`config.mk`:
```
export PLATFORM = sky130hd
export DESIGN_NAME = tx_hyst_buffer
export DESIGN_NICKNAME = d
export VERILOG_FILES = /design/src/rtl/txhr_pkg.sv /design/src/rtl/txhr_store.sv /design/src/rtl/txhr_level.sv /design/src/rtl/tx_hyst_buffer.sv
export SDC_FILE = /design/constraint.sdc
export NUM_CORES = 1
export LEC_CHECK = 0
export ABC_AREA = 1
export BUFFER_PORTS_ARGS = -buffer_cell sky130_fd_sc_hd__buf_2
export CAP_MARGIN = 20
export CORE_MARGIN = 1.5
export CORE_UTILIZATION = 30
export DETAILED_ROUTE_END_ITERATION = 7
export GPL_TIMING_DRIVEN = 0
export SLEW_MARGIN = 20
export SYNTH_ARGS = -nofsm -noshare
export SYNTH_HDL_FRONTEND = slang
export SYNTH_SLANG_ARGS = --single-unit
export TNS_END_PERCENT = 50
```
`constraint.sdc`:
```
create_clock -name clk -period 5.6 [get_ports clk]
set_input_delay 0 -clock clk [delete_from_list [all_inputs] [get_ports clk]]
set_output_delay 0 -clock clk [all_outputs]
set_load 0.1 [all_outputs]
```
`src/rtl/txhr_pkg.sv`:
```
package txhr_pkg;
    parameter int unsigned TXHR_DATA_W = 8;
    parameter int unsigned TXHR_DEPTH  = 32;
    parameter int unsigned TXHR_MARK_W = 5;

    // Decision taken for the ready flag at an edge
    typedef enum logic [1:0] {
        RDY_HOLD   = 2'd0,
        RDY_RAISE  = 2'd1,
        RDY_DROP   = 2'd2,
        RDY_FORCE0 = 2'd3
    } rdy_act_e;
endpackage

```
`src/rtl/txhr_store.sv`:
```
module txhr_store #(
    parameter int unsigned DATA_W = 8,
    parameter int unsigned DEPTH  = 32
) (
    input  logic              clk,
    input  logic              rst,
    input  logic              push,
    input  logic              pop,
    input  logic [DATA_W-1:0] wdata,
    output logic [DATA_W-1:0] rdata
);
    localparam int unsigned AW = (DEPTH > 1) ? $clog2(DEPTH) : 1;
    localparam bit POW2 = ((1 << AW) == DEPTH);

    typedef struct packed {
        logic [AW-1:0] wptr;
        logic [AW-1:0] rptr;
    } ptr_t;

    ptr_t ptr_d, ptr_q;
    logic [DATA_W-1:0] mem [DEPTH];
    logic [AW-1:0] wptr_inc, rptr_inc;

    generate
        if (POW2) begin : g_wrap_natural
            assign wptr_inc = ptr_q.wptr + 1'b1;
            assign rptr_inc = ptr_q.rptr + 1'b1;
        end else begin : g_wrap_compare
            assign wptr_inc = (ptr_q.wptr == AW'(DEPTH - 1)) ? '0 : ptr_q.wptr + 1'b1;
            assign rptr_inc = (ptr_q.rptr == AW'(DEPTH - 1)) ? '0 : ptr_q.rptr + 1'b1;
        end
    endgenerate

    always_comb begin
        ptr_d = ptr_q;
        if (push) ptr_d.wptr = wptr_inc;
        if (pop)  ptr_d.rptr = rptr_inc;
    end

    always_ff @(posedge clk) begin
        if (rst) ptr_q <= '0;
        else     ptr_q <= ptr_d;
    end

    always_ff @(posedge clk) begin
        if (push) mem[ptr_q.wptr] <= wdata;
    end

    assign rdata = mem[ptr_q.rptr];
endmodule

```
`src/rtl/txhr_level.sv`:
```
module txhr_level
    import txhr_pkg::*;
#(
    parameter int unsigned DEPTH  = 32,
    parameter int unsigned MARK_W = 5
) (
    input  logic              clk,
    input  logic              rst,
    input  logic              tx_enable,
    input  logic              tx_underrun,
    input  logic [MARK_W-1:0] low_mark,
    input  logic [MARK_W-1:0] high_mark,
    input  logic              wr_req,
    input  logic              rd_req,
    output logic              push_ok,
    output logic              pop_ok,
    output logic [$clog2(DEPTH+1)-1:0] count,
    output logic              ready
);
    localparam int unsigned CW = $clog2(DEPTH + 1);

    typedef struct packed {
        logic [CW-1:0] cnt;
        logic          rdy;
    } lvl_t;

    lvl_t     lvl_d, lvl_q;
    rdy_act_e act;
    logic [CW-1:0] lo_ext, hi_ext;

    assign lo_ext = CW'(low_mark);
    assign hi_ext = CW'(high_mark);

    always_comb begin
        push_ok = wr_req && lvl_q.rdy && (lvl_q.cnt < CW'(DEPTH));
        pop_ok  = rd_req && (lvl_q.cnt != '0);
        lvl_d   = lvl_q;
        case ({push_ok, pop_ok})
            2'b10:   lvl_d.cnt = lvl_q.cnt + 1'b1;
            2'b01:   lvl_d.cnt = lvl_q.cnt - 1'b1;
            default: lvl_d.cnt = lvl_q.cnt;
        endcase
        if (!tx_enable || tx_underrun)  act = RDY_FORCE0;
        else if (lvl_d.cnt <= lo_ext)   act = RDY_RAISE;
        else if (lvl_d.cnt > hi_ext)    act = RDY_DROP;
        else                            act = RDY_HOLD;
        unique case (act)
            RDY_RAISE: lvl_d.rdy = 1'b1;
            RDY_HOLD:  lvl_d.rdy = lvl_q.rdy;
            default:   lvl_d.rdy = 1'b0;
        endcase
    end

    always_ff @(posedge clk) begin
        if (rst) lvl_q <= '0;
        else     lvl_q <= lvl_d;
    end

    assign count = lvl_q.cnt;
    assign ready = lvl_q.rdy;


    assert_raise_low_R1: assert property (@(posedge clk) disable iff (rst)
        (!rst && tx_enable && !tx_underrun) ##1 (lvl_q.cnt <= CW'($past(low_mark)))
        |-> lvl_q.rdy);

    assert_drop_high_R2: assert property (@(posedge clk) disable iff (rst)
        (!rst && tx_enable && !tx_underrun) ##1
        ((lvl_q.cnt > CW'($past(high_mark))) && (lvl_q.cnt > CW'($past(low_mark))))
        |-> !lvl_q.rdy);

    assert_hold_band_R3: assert property (@(posedge clk) disable iff (rst)
        (!rst && tx_enable && !tx_underrun) ##1
        ((lvl_q.cnt > CW'($past(low_mark))) && (lvl_q.cnt <= CW'($past(high_mark))))
        |-> (lvl_q.rdy == $past(lvl_q.rdy)));

    assert_forced_low_R4: assert property (@(posedge clk) disable iff (rst)
        (!tx_enable || tx_underrun) |=> !lvl_q.rdy);

    assert_drop_write_R6: assert property (@(posedge clk) disable iff (rst)
        (!lvl_q.rdy && !rd_req) |=> $stable(lvl_q.cnt));

    assert_no_overflow_R9: assert property (@(posedge clk) disable iff (rst)
        lvl_q.cnt <= CW'(DEPTH));

    assert_pair_stable_R10: assert property (@(posedge clk) disable iff (rst)
        (wr_req && rd_req && lvl_q.rdy && (lvl_q.cnt != '0) && (lvl_q.cnt < CW'(DEPTH)))
        |=> $stable(lvl_q.cnt));

    assert_reset_state_R11: assert property (@(posedge clk)
        rst |=> ((lvl_q.cnt == '0) && !lvl_q.rdy));
endmodule

```
`src/rtl/tx_hyst_buffer.sv`:
```
module tx_hyst_buffer
    import txhr_pkg::*;
#(
    parameter int unsigned DATA_W = TXHR_DATA_W,
    parameter int unsigned DEPTH  = TXHR_DEPTH,
    parameter int unsigned MARK_W = TXHR_MARK_W,
    localparam int unsigned CW    = $clog2(DEPTH + 1)
) (
    input  logic              clk,
    input  logic              rst,
    input  logic              tx_enable,
    input  logic              tx_underrun,
    input  logic [MARK_W-1:0] low_mark,
    input  logic [MARK_W-1:0] high_mark,
    input  logic              irq_enable,
    input  logic              wr_valid,
    input  logic [DATA_W-1:0] wr_data,
    input  logic              rd_pop,
    output logic [DATA_W-1:0] rd_data,
    output logic [CW-1:0]     byte_count,
    output logic              tx_ready,
    output logic              irq_req,
    output logic              dma_req
);
    logic push_ok, pop_ok;

    txhr_level #(.DEPTH(DEPTH), .MARK_W(MARK_W)) u_level (
        .clk        (clk),
        .rst        (rst),
        .tx_enable  (tx_enable),
        .tx_underrun(tx_underrun),
        .low_mark   (low_mark),
        .high_mark  (high_mark),
        .wr_req     (wr_valid),
        .rd_req     (rd_pop),
        .push_ok    (push_ok),
        .pop_ok     (pop_ok),
        .count      (byte_count),
        .ready      (tx_ready)
    );

    txhr_store #(.DATA_W(DATA_W), .DEPTH(DEPTH)) u_store (
        .clk  (clk),
        .rst  (rst),
        .push (push_ok),
        .pop  (pop_ok),
        .wdata(wr_data),
        .rdata(rd_data)
    );

    assign irq_req = tx_ready & irq_enable;
    assign dma_req = tx_ready;

    // a store never happens without the flag
    assert_push_gated_R6: assert property (@(posedge clk) disable iff (rst)
        push_ok |-> tx_ready);
endmodule

```
After elaboration in Yosys (flattened, before gate mapping):

Memory sizes are Yosys's and may differ from the RTL's. A register that Yosys moved wholly into a read port is not among the register bits.
Cells that the tools add are included.

* register bits: 17
* bits in writable memories: 256
* input bits: 25
* memories kept: 1
* output and inout bits: 17

* equality and inequality tests: 3
* reduce and logical (&&, ||, !) cells: 7
* add/sub/neg operators: 4
* order comparisons: 3
* bitwise operators: 1
* mux-type cells: 9

Memories
* u_store.mem: depth 32, bits a word 8, rd ports 1, clocked after memory_dff 1, wr ports 1, RTL line txhr_store.sv:21 `logic [DATA_W-1:0] mem [DEPTH];`

Operator list (number)
* $pmux 6 s2: 1
* $add 5x1->5 const B: 2
* $mux 5: 2
* $add 6x1->6 const B: 1
* $gt 6x5->1: 1
* $le 6x5->1: 1
* $lt 6x6->1 const B: 1
* $mux 2: 3
* $reduce_bool 6->1: 1
* $sub 6x1->6 const B: 1
* $eq 2x1->1 const B: 2
* $logic_and 1x1->1: 3
* $eq 2x2->1 const B: 1
* $logic_not 2->1: 1
* $mux 1: 2
* $pmux 1 s2: 1
* $and 1x1->1: 1
* $logic_not 1->1: 1
* $logic_or 1x1->1: 1

Longest topological paths before layout:

Gate-level depths: netlist (run 1).

* depth in word-level cells: 10
* depth in mapped cells: 27

By module:

Synthesis (run 1) repeated with hierarchy kept, for this count alone.

* cells, all modules: 1099
* area, all modules: 11967.7 um^2

Modules (own cells, without submodules)
* txhr_store: times used 1, area each 11167.0 um^2, cells each 976
* txhr_level: times used 1, area each 785.8 um^2, cells each 120
* tx_hyst_buffer: times used 1, area each 15.0 um^2, cells each 3

Worst setup path after synthesis (run 1):

Ideal clock, no wire load.

* path type: reg-to-reg
* start: register u_level.lvl_q, in the netlist u_level.count[4]
* end: register u_level.lvl_q, in the netlist u_level.ready
* slack: 2.008 ns
* stages on the path, launching flop included: 26
* setup time: 0.118 ns
* period minus slack after synthesis: 3.592 ns
* arrival: 3.474 ns
* path through: dfxtp_1 > inv_1 > nand4_1 > nand2_1 > inv_1 > ha_1 > buf_6 > nand2_1 > nand2_1 > inv_1 > ha_1 > a21o_1 > nand3_1 > nand2_1 > nand2_1 > nand3_1 > o21ai_1 > inv_1 > ha_1 > nand2_1 > inv_1 > nand2_1 > a21oi_1 > nand2_1 > nand2_1 > a21oi_1

RTL lines
* start: declaration: RTL line txhr_level.sv:27 `lvl_t lvl_d, lvl_q;`
* start signal: assignment: RTL line txhr_level.sv:56 `else lvl_q <= lvl_d;`

==> run summary, run 1 <==
Worst-path clk slew: 0.06 ns
Slew headroom: 29.3%
First-pass GRT wire length: 47,500 µm
Hold Path Class: input port to register
Final HPWL DP: 21,200 µm
Setup-failing EPs final: 0
Crit-path max cell delay: 0.38 ns
Worst endpoint data arrival time: 3.85 ns
Antenna violations before repair: 0
Number of buffers added on ports: 40
Post-CTS setup buffers: 0
Fin Clk Skew: 0.0135 ns
Vias in the first global route: 7,900
Mapped Area: 11,900 µm²
Worst EP required: 6.07 ns
Fin crit share: 60.2%
CTS Buffer Depth: 3
CTS sink cnt: 278
Synthesized net count: 1,130
Filler-free cell count of the finished design: 1,702
Reg2Reg Setup Slack: 2.23 ns
Met1 wire length: 13,800 µm
Max cap viols: 0
Fmax: 0.297 GHz
Largest net degree at the start of global routing: 33
Crit path top cell by count: nand2_1
Pre-antenna DRT Iters: 5
Clock Latency Late Sink: 0.54 ns
I/O pins: 42
Congestion Overflow GR: 0
Placed cells: 1,645
Hold depth: 1
GRT Resource Usage Total: 15.3%
Yosys top cell by area: edfxtp_1
Die H: 202 µm
Die area: 41,000 µm²
Iter 0 DRT Violations: 886
Mapped Cells: 1,087
RSZ-0062 raised after global routing: no
Seq/Total Area, Yosys: 68.1%
CP max stage cell: dfxtp_1
Diodes inserted: 0
Starting Density: 30.7%
Fin area: 13,700 µm²
Core ar.: 38,900 µm²
Status: finished clean
FF+latch count, synth: 278
CTS tree: done
Vias: 8,324
Post-DR vias/cell: 4.89
Routed len/inst: 18.6 µm
Cell Pwr Density: 496 nW/µm²
Crit. End Element: register
Crit path kind: register to register
Layout area overhead: 14.5%
Commonest non-fill, non-tap cells in the layout: nand2_1, edfxtp_1, nor2_1, nand3_1, a21oi_1
Clock root buffer: clkbuf_16
Least-Margin Pin Slew: 1.06 ns
Post-synth top area share: 64.4%
Crit path buf inv count: 5
Setup TNS Final: 0 ns
Critical Path Source Type: register
Tmin final: 3.37 ns
DRC violations left: 0
Final ANT Viol Nets: 0
Total power: 6.78 mW
Area contributors post-synth: edfxtp_1, nand2_1, dfxtp_1, nor2_1, nand3_1
Placed Area: 12,800 µm²
Critical path depth in cells: 26
Max Used Layer: met4
FF-to-FF path depth: 26
CP Max Fanout: 10
Die W: 202 µm
Final Hold Vio Count: 0
Most common cell after layout, fill and taps aside: nand2_1
Met2 Wirelength: 14,900 µm
Worst VDD drop: 0.620 mV
Ys Warns: 0
Cts bufs inserted: 28
Max H-tree Level: 1
Final #Nets: 1,205
Delay-heaviest family, CP: simple AND/OR/NAND/NOR gates
DR WL met3: 2090 µm
Library cells used by synthesis: 26
RD Place Congestion: 0.889
Post-cts resize count: 0
Leakage: 5.12 nW
Syn_area_per_cell: 11.0 µm²
Routed WL: 31,600 µm
Row count: 72
Share of layout cells above drive strength 1: 10.6%
Max-slew violation count: 0
==> what timing repair did <==
action | 4_1_cts | 5_1_grt
endpoints found under the setup margin | 0 | 0
hold buffers | 5 | 0
hold endpoints to repair | 14 | 0
==> worst register-to-register path, cell delays in order (launching register included) <==
cell and delay [ns]:
dfxtp_1 0.38, nor2_1 0.13, nand4_1 0.09, nand2_1 0.20, inv_1 0.15, ha_1 0.21
buf_6 0.14, inv_1 0.10, nand2_1 0.06, nand2_1 0.10, inv_1 0.05, ha_1 0.17
a21o_1 0.18, o21ai_0 0.27, nand2_1 0.17, ha_1 0.30, nand2_1 0.06, inv_1 0.05
nand2_1 0.05, nand2_1 0.04, nand2_1 0.05, nand2_1 0.04, nand2_1 0.05, nand2_1 0.04
nand2_1 0.06, nand2_1 0.05, a21oi_1 0.09
==> sequential cells by signal, summed over array words and instances (netlist names), named ones only <==
name,count
u_store.mem,256
u_level.ready,1
u_store.ptr_q,10
u_level.count,6
==> kinds of logic (layout without fill, tap and decap cells) <==
family / count (synthesis) / count (layout) / synth area share (%)
buffers and inverters: 101 / 198 / 4.78
AOI/OAI and AO/OA: 157 / 157 / 7.31
and+or+nand+nor: 529 / 529 / 17.6
adders and majority gates: 18 / 18 / 1.89
xor gates and xnor gates: 4 / 4 / 0.294
DFF: 278 / 278 / 68.1
==> metrics by stage <==
stage,hold slack [ns],util [%],setup WS [ns]
2_1_floorplan,0.0989,-,2.01
3_3_place_gp,0.257,32.8,2.24
5_1_grt,0.0668,35.1,1.89
3_5_place_dp,0.257,32.8,2.19
4_1_cts,0.0519,35.1,2.19
6_report,0.0639,35.1,2.23
==> final timing paths <==
kind	start	end
hold reg to reg	u_store.ptr_q[0]$_SDFFE_PP0N_	u_store.ptr_q[0]$_SDFFE_PP0N_
setup reg to reg	u_level.count[1]$_SDFF_PP0_	u_level.ready$_SDFFE_PP0P_
hold / removal	wr_data[7]	u_store.mem[13][7]$_DFFE_PP_
setup / recovery	u_level.count[1]$_SDFF_PP0_	u_level.ready$_SDFFE_PP0P_
==> area by class of cell <==
type	instances	area [µm²]
clock buffer	41	771
buffer	57	405
sequential	278	8130
timing repair buffer	45	250
tap	518	648
inverter	44	165
multi-input combinational	708	3240
fill	3827	25300
clock inverter	11	57.6
==> Yosys cell counts <==
master    instances
a21oi_1          79
nor3_1            4
dfxtp_1          22
nand3_1          82
o21bai_1          1
xor2_1            2
buf_2            18
o21ai_0          42
inv_1            43
inv_2             1
xnor2_1           2
buf_1             1
clkbuf_1         11
ha_1             18
a31oi_1           1
nor2_1          117
nand4_1           2
a21o_1            1
nand2_1         322
o31ai_1          32
buf_6            18
o21ai_1           1
nor3b_1           1
nand2_2           1
edfxtp_1        256
buf_4             9
==> where the power goes <==
| group | leakage, nW | internal (mW) | switching, mW |
|---|---|---|---|
| Combinational | 2.23 | 0.722 | 1.97 |
| Sequential | 2.48 | 2.31 | 0.0539 |
| Clock | 0.413 | 0.954 | 0.764 |
| Total | 5.12 | 3.99 | 2.79 |
==> layer usage <==
| metal | vias up | global-route usage (%) |
|---|---|---|
| li1 | 3913 | - |
| met1 | 3989 | 20.9 |
| met2 | 353 | 25.6 |
| met3 | 69 | 1.96 |
| met4 | 0 | 4.21 |
| met5 | - | 0 |
(Power assumes the default switching activity.)
==> inputs of run 2 (changes only) <==
--- a/config.mk
+++ b/config.mk
@@ -5,7 +5,7 @@
 export SDC_FILE = /design/constraint.sdc
 export NUM_CORES = 1
 export LEC_CHECK = 0
-export ABC_AREA = 1
+export ABC_AREA = 0
 export BUFFER_PORTS_ARGS = -buffer_cell sky130_fd_sc_hd__buf_2
 export CAP_MARGIN = 20
 export CORE_MARGIN = 1.5
==> constraint.sdc (replaced) <==
create_clock -name clk -period 3.5 [get_ports clk]
set_input_delay 0 -clock clk [delete_from_list [all_inputs] [get_ports clk]]
set_output_delay 0 -clock clk [all_outputs]
set_load 0.1 [all_outputs]
==> run 2 against run 1 <==
The run now ends with hold timing left. Synthesized area decreased by 5.9%. Clock power rose by 73%. Wire length down 23%. Via count fell by 34%. Critical path type unchanged. Critical endpoint unchanged. Largest cell class unchanged. Highest routed layer unchanged.
==> run summary, run 2 <==
Status: finished, violations left
Violated checks: hold timing
Fmax: 0.303 GHz
Worst VDD drop: 0.386 mV
Top FF cell, synth: edfxtp_1
Largest net degree at the start of global routing: 33
Number of buffers added on ports: 40
Cell with the most instances after synthesis: edfxtp_1
Sequential power share: 46.1%
Ys Warns: 0
Reg with most FFs: u_store.mem
Iter 0 DRT Violations: 447
Die area: 38,600 µm²
Reg2reg start: u_level.count[2]$_SDFF_PP0_
Critical Path Source Type: register
CP Max Fanout: 10
Yosys top cell by area: edfxtp_1
Combinational Power Share: 17.1%
DRC violations left: 0
Syn_area_per_cell: 19.8 µm²
Area contributors post-synth: edfxtp_1, mux4_2, dfxtp_1, ha_1, nor2_1
Reg2Reg Setup Slack: 0.20 ns
I/O pins: 42
Final Hold Vio Count: 3
Hold_sp: wr_data[7]
Core ar.: 36,700 µm²
Antenna violations before repair: 1
Post-synth EDFFs: 256
Library cells used by synthesis: 41
Layout fillers: 3,387
Clock root buffer: clkbuf_16
Share of layout cells above drive strength 1: 32.3%
Mapped Cells: 566
Seq/Total Area, Yosys: 72.4%
Die W: 196 µm
Crit path kind: register to register
Mapped Area: 11,200 µm²
Critical Path Source: u_level.count[2]$_SDFF_PP0_
Asr flop ratio synth: 0%
Diodes inserted: 0
Max H-tree Level: 1
Post-DR vias/cell: 4.86
Slew headroom: 40.7%
Leakage: 4.17 nW
Least-Margin Pin Slew: 0.886 ns
Tmin final: 3.30 ns
NetSw: 2.16 mW
Worst-path clk slew: 0.06 ns
Post-synth top area share: 68.5%
Cts bufs inserted: 29
RSZ-0062 raised after global routing: no
Die H: 196 µm
RD Place Congestion: 0.777
GRT Resource Usage Total: 12.9%
Max FFs per register: 256
Hold Path Class: input port to register
FF+latch count, synth: 278
Routed len/inst: 21.5 µm
Max-slew violation count: 0
Layout Utilization: 35.8%
Total power: 8.05 mW
Worst endpoint data arrival time: 3.72 ns
Routed WL: 24,400 µm
Vias in the first global route: 5,633
Final #Nets: 689
Starting Density: 30.6%
Clock Latency Late Sink: 0.56 ns
Fin Clk Skew: 0.0340 ns
Final HPWL DP: 15,400 µm
Hold WS: -0.00116 ns
First-pass GRT wire length: 36,500 µm
Max cap viols: 0
Final ANT Viol Nets: 0
Fin crit share: 94.4%
Setup-failing EPs final: 0
Most common cell after layout, fill and taps aside: edfxtp_1
Post-synth top cells: edfxtp_1, mux4_2, nor2_1
CTS tree: done
Clk pwr share: 36.8%
Pre-antenna DRT Iters: 5
Congestion Overflow GR: 0
Layout area overhead: 17.2%
Row count: 70
Cell Pwr Density: 612 nW/µm²
Worst EP required: 3.92 ns
Vias: 5,518
CTS Buffer Depth: 3
Commonest non-fill, non-tap cells in the layout: edfxtp_1, mux4_2, nor2_1, buf_2, clkbuf_16
Switching share of power: 26.8%
Synthesized net count: 609
Internal power: 5.90 mW
CTS sink cnt: 278
Crit. End Element: register
## run 2: cell count changes after synthesis, moves of 17 or more
cell / delta
nand2_1: -309
mux4_2: +80
nand3_1: -80
a21oi_1: -75
nor2_1: -63
o21ai_0: -38
o31ai_1: -31
inv_1: -28
buf_2: -17
buf_6: -17
## run 2: cells by family after synthesis
kind of cell,count (synthesis),synth area share (%)
DFF,278,72.4
and+or+nand+nor,91,3.70
adders and majority gates,18,2.01
buffers and inverters,47,1.88
AOI/OAI and AO/OA,24,1.54
muxes,93,17.3
xor gates and xnor gates,15,1.17
## run 2: repair_timing
item,CTS,global route
pin swaps,7,9
endpoints found under the setup margin,9,6
hold endpoints to repair,34,0
setup buffers,3,5
gates resized for setup,12,4
hold buffers,6,0
## run 2: power groups by stage
| stage | clock network, mW | logic (mW) | registers [mW] |
|---|---|---|---|
| 2_1_floorplan | 0 | 0.856 | 3.88 |
| 3_3_place_gp | 0 | 1.30 | 3.76 |
| 3_5_place_dp | 0 | 1.31 | 3.76 |
| 4_1_cts | 3.01 | 1.35 | 3.71 |
| 5_1_grt | 3.14 | 1.49 | 3.71 |
| 6_report | 2.97 | 1.38 | 3.71 |
## run 2: through the flow
step           cells  TNS (ns)  hold WS (ns)  worst slack (ns)  instance area [µm²]
2_1_floorplan    566         0        0.0989            0.0108                11300
3_3_place_gp    1074    -0.205         0.267            -0.205                12100
3_5_place_dp    1074    -0.226         0.270            -0.226                12100
4_1_cts         1133  -0.00712        0.0133          -0.00712                13100
5_1_grt         1136         0        0.0126           0.00839                13200
6_report        1136         0      -0.00116             0.198                13200
## run 2: cell type report
cell class              instances  area [µm²]  share of cell area, %
clock inverters                21         180                   1.37
inverters                      15        56.3                  0.428
clock buffers                  32         737                   5.60
multi-input cells             241        2950                   22.4
repair buffers                 54         320                   2.43
well taps                     468         586                   4.45
plain buffers                  27         175                   1.33
flip-flops and latches        278        8150                   61.9
## run 2: worst paths after layout
| kind | end | cells after the start |
|---|---|---|
| max | u_level.ready$_SDFFE_PP0P_ | 17 |
| min | u_store.mem[29][7]$_DFFE_PP_ | 1 |
| max reg2reg | u_level.ready$_SDFFE_PP0P_ | 17 |
| min reg2reg | u_store.ptr_q[4]$_SDFFE_PP0N_ | 2 |
## run 2: critical path: stages (launching register included)
cell and delay (ns):
dfxtp_4 0.34, clkbuf_16 0.16, nor2_4 0.09, nand2_1 0.07, o31a_1 0.26, clkbuf_8 0.15
ha_4 0.18, xor2_2 0.12, ha_2 0.22, a21o_1 0.12, nand2_1 0.05, a21o_1 0.16
a21oi_2 0.20, xor2_2 0.19, ha_1 0.26, mux2i_1 0.12, o21a_1 0.17, o311a_1 0.32
## run 2: layer usage
layer  track usage, %  vias up  part of all wire, %
li1                 -     2440                    -
met1             17.8     2867                   44
met2             21.0      173                   48
met3             2.46       38                  5.4
met4             3.25        0                  2.2
met5                0        -                    0
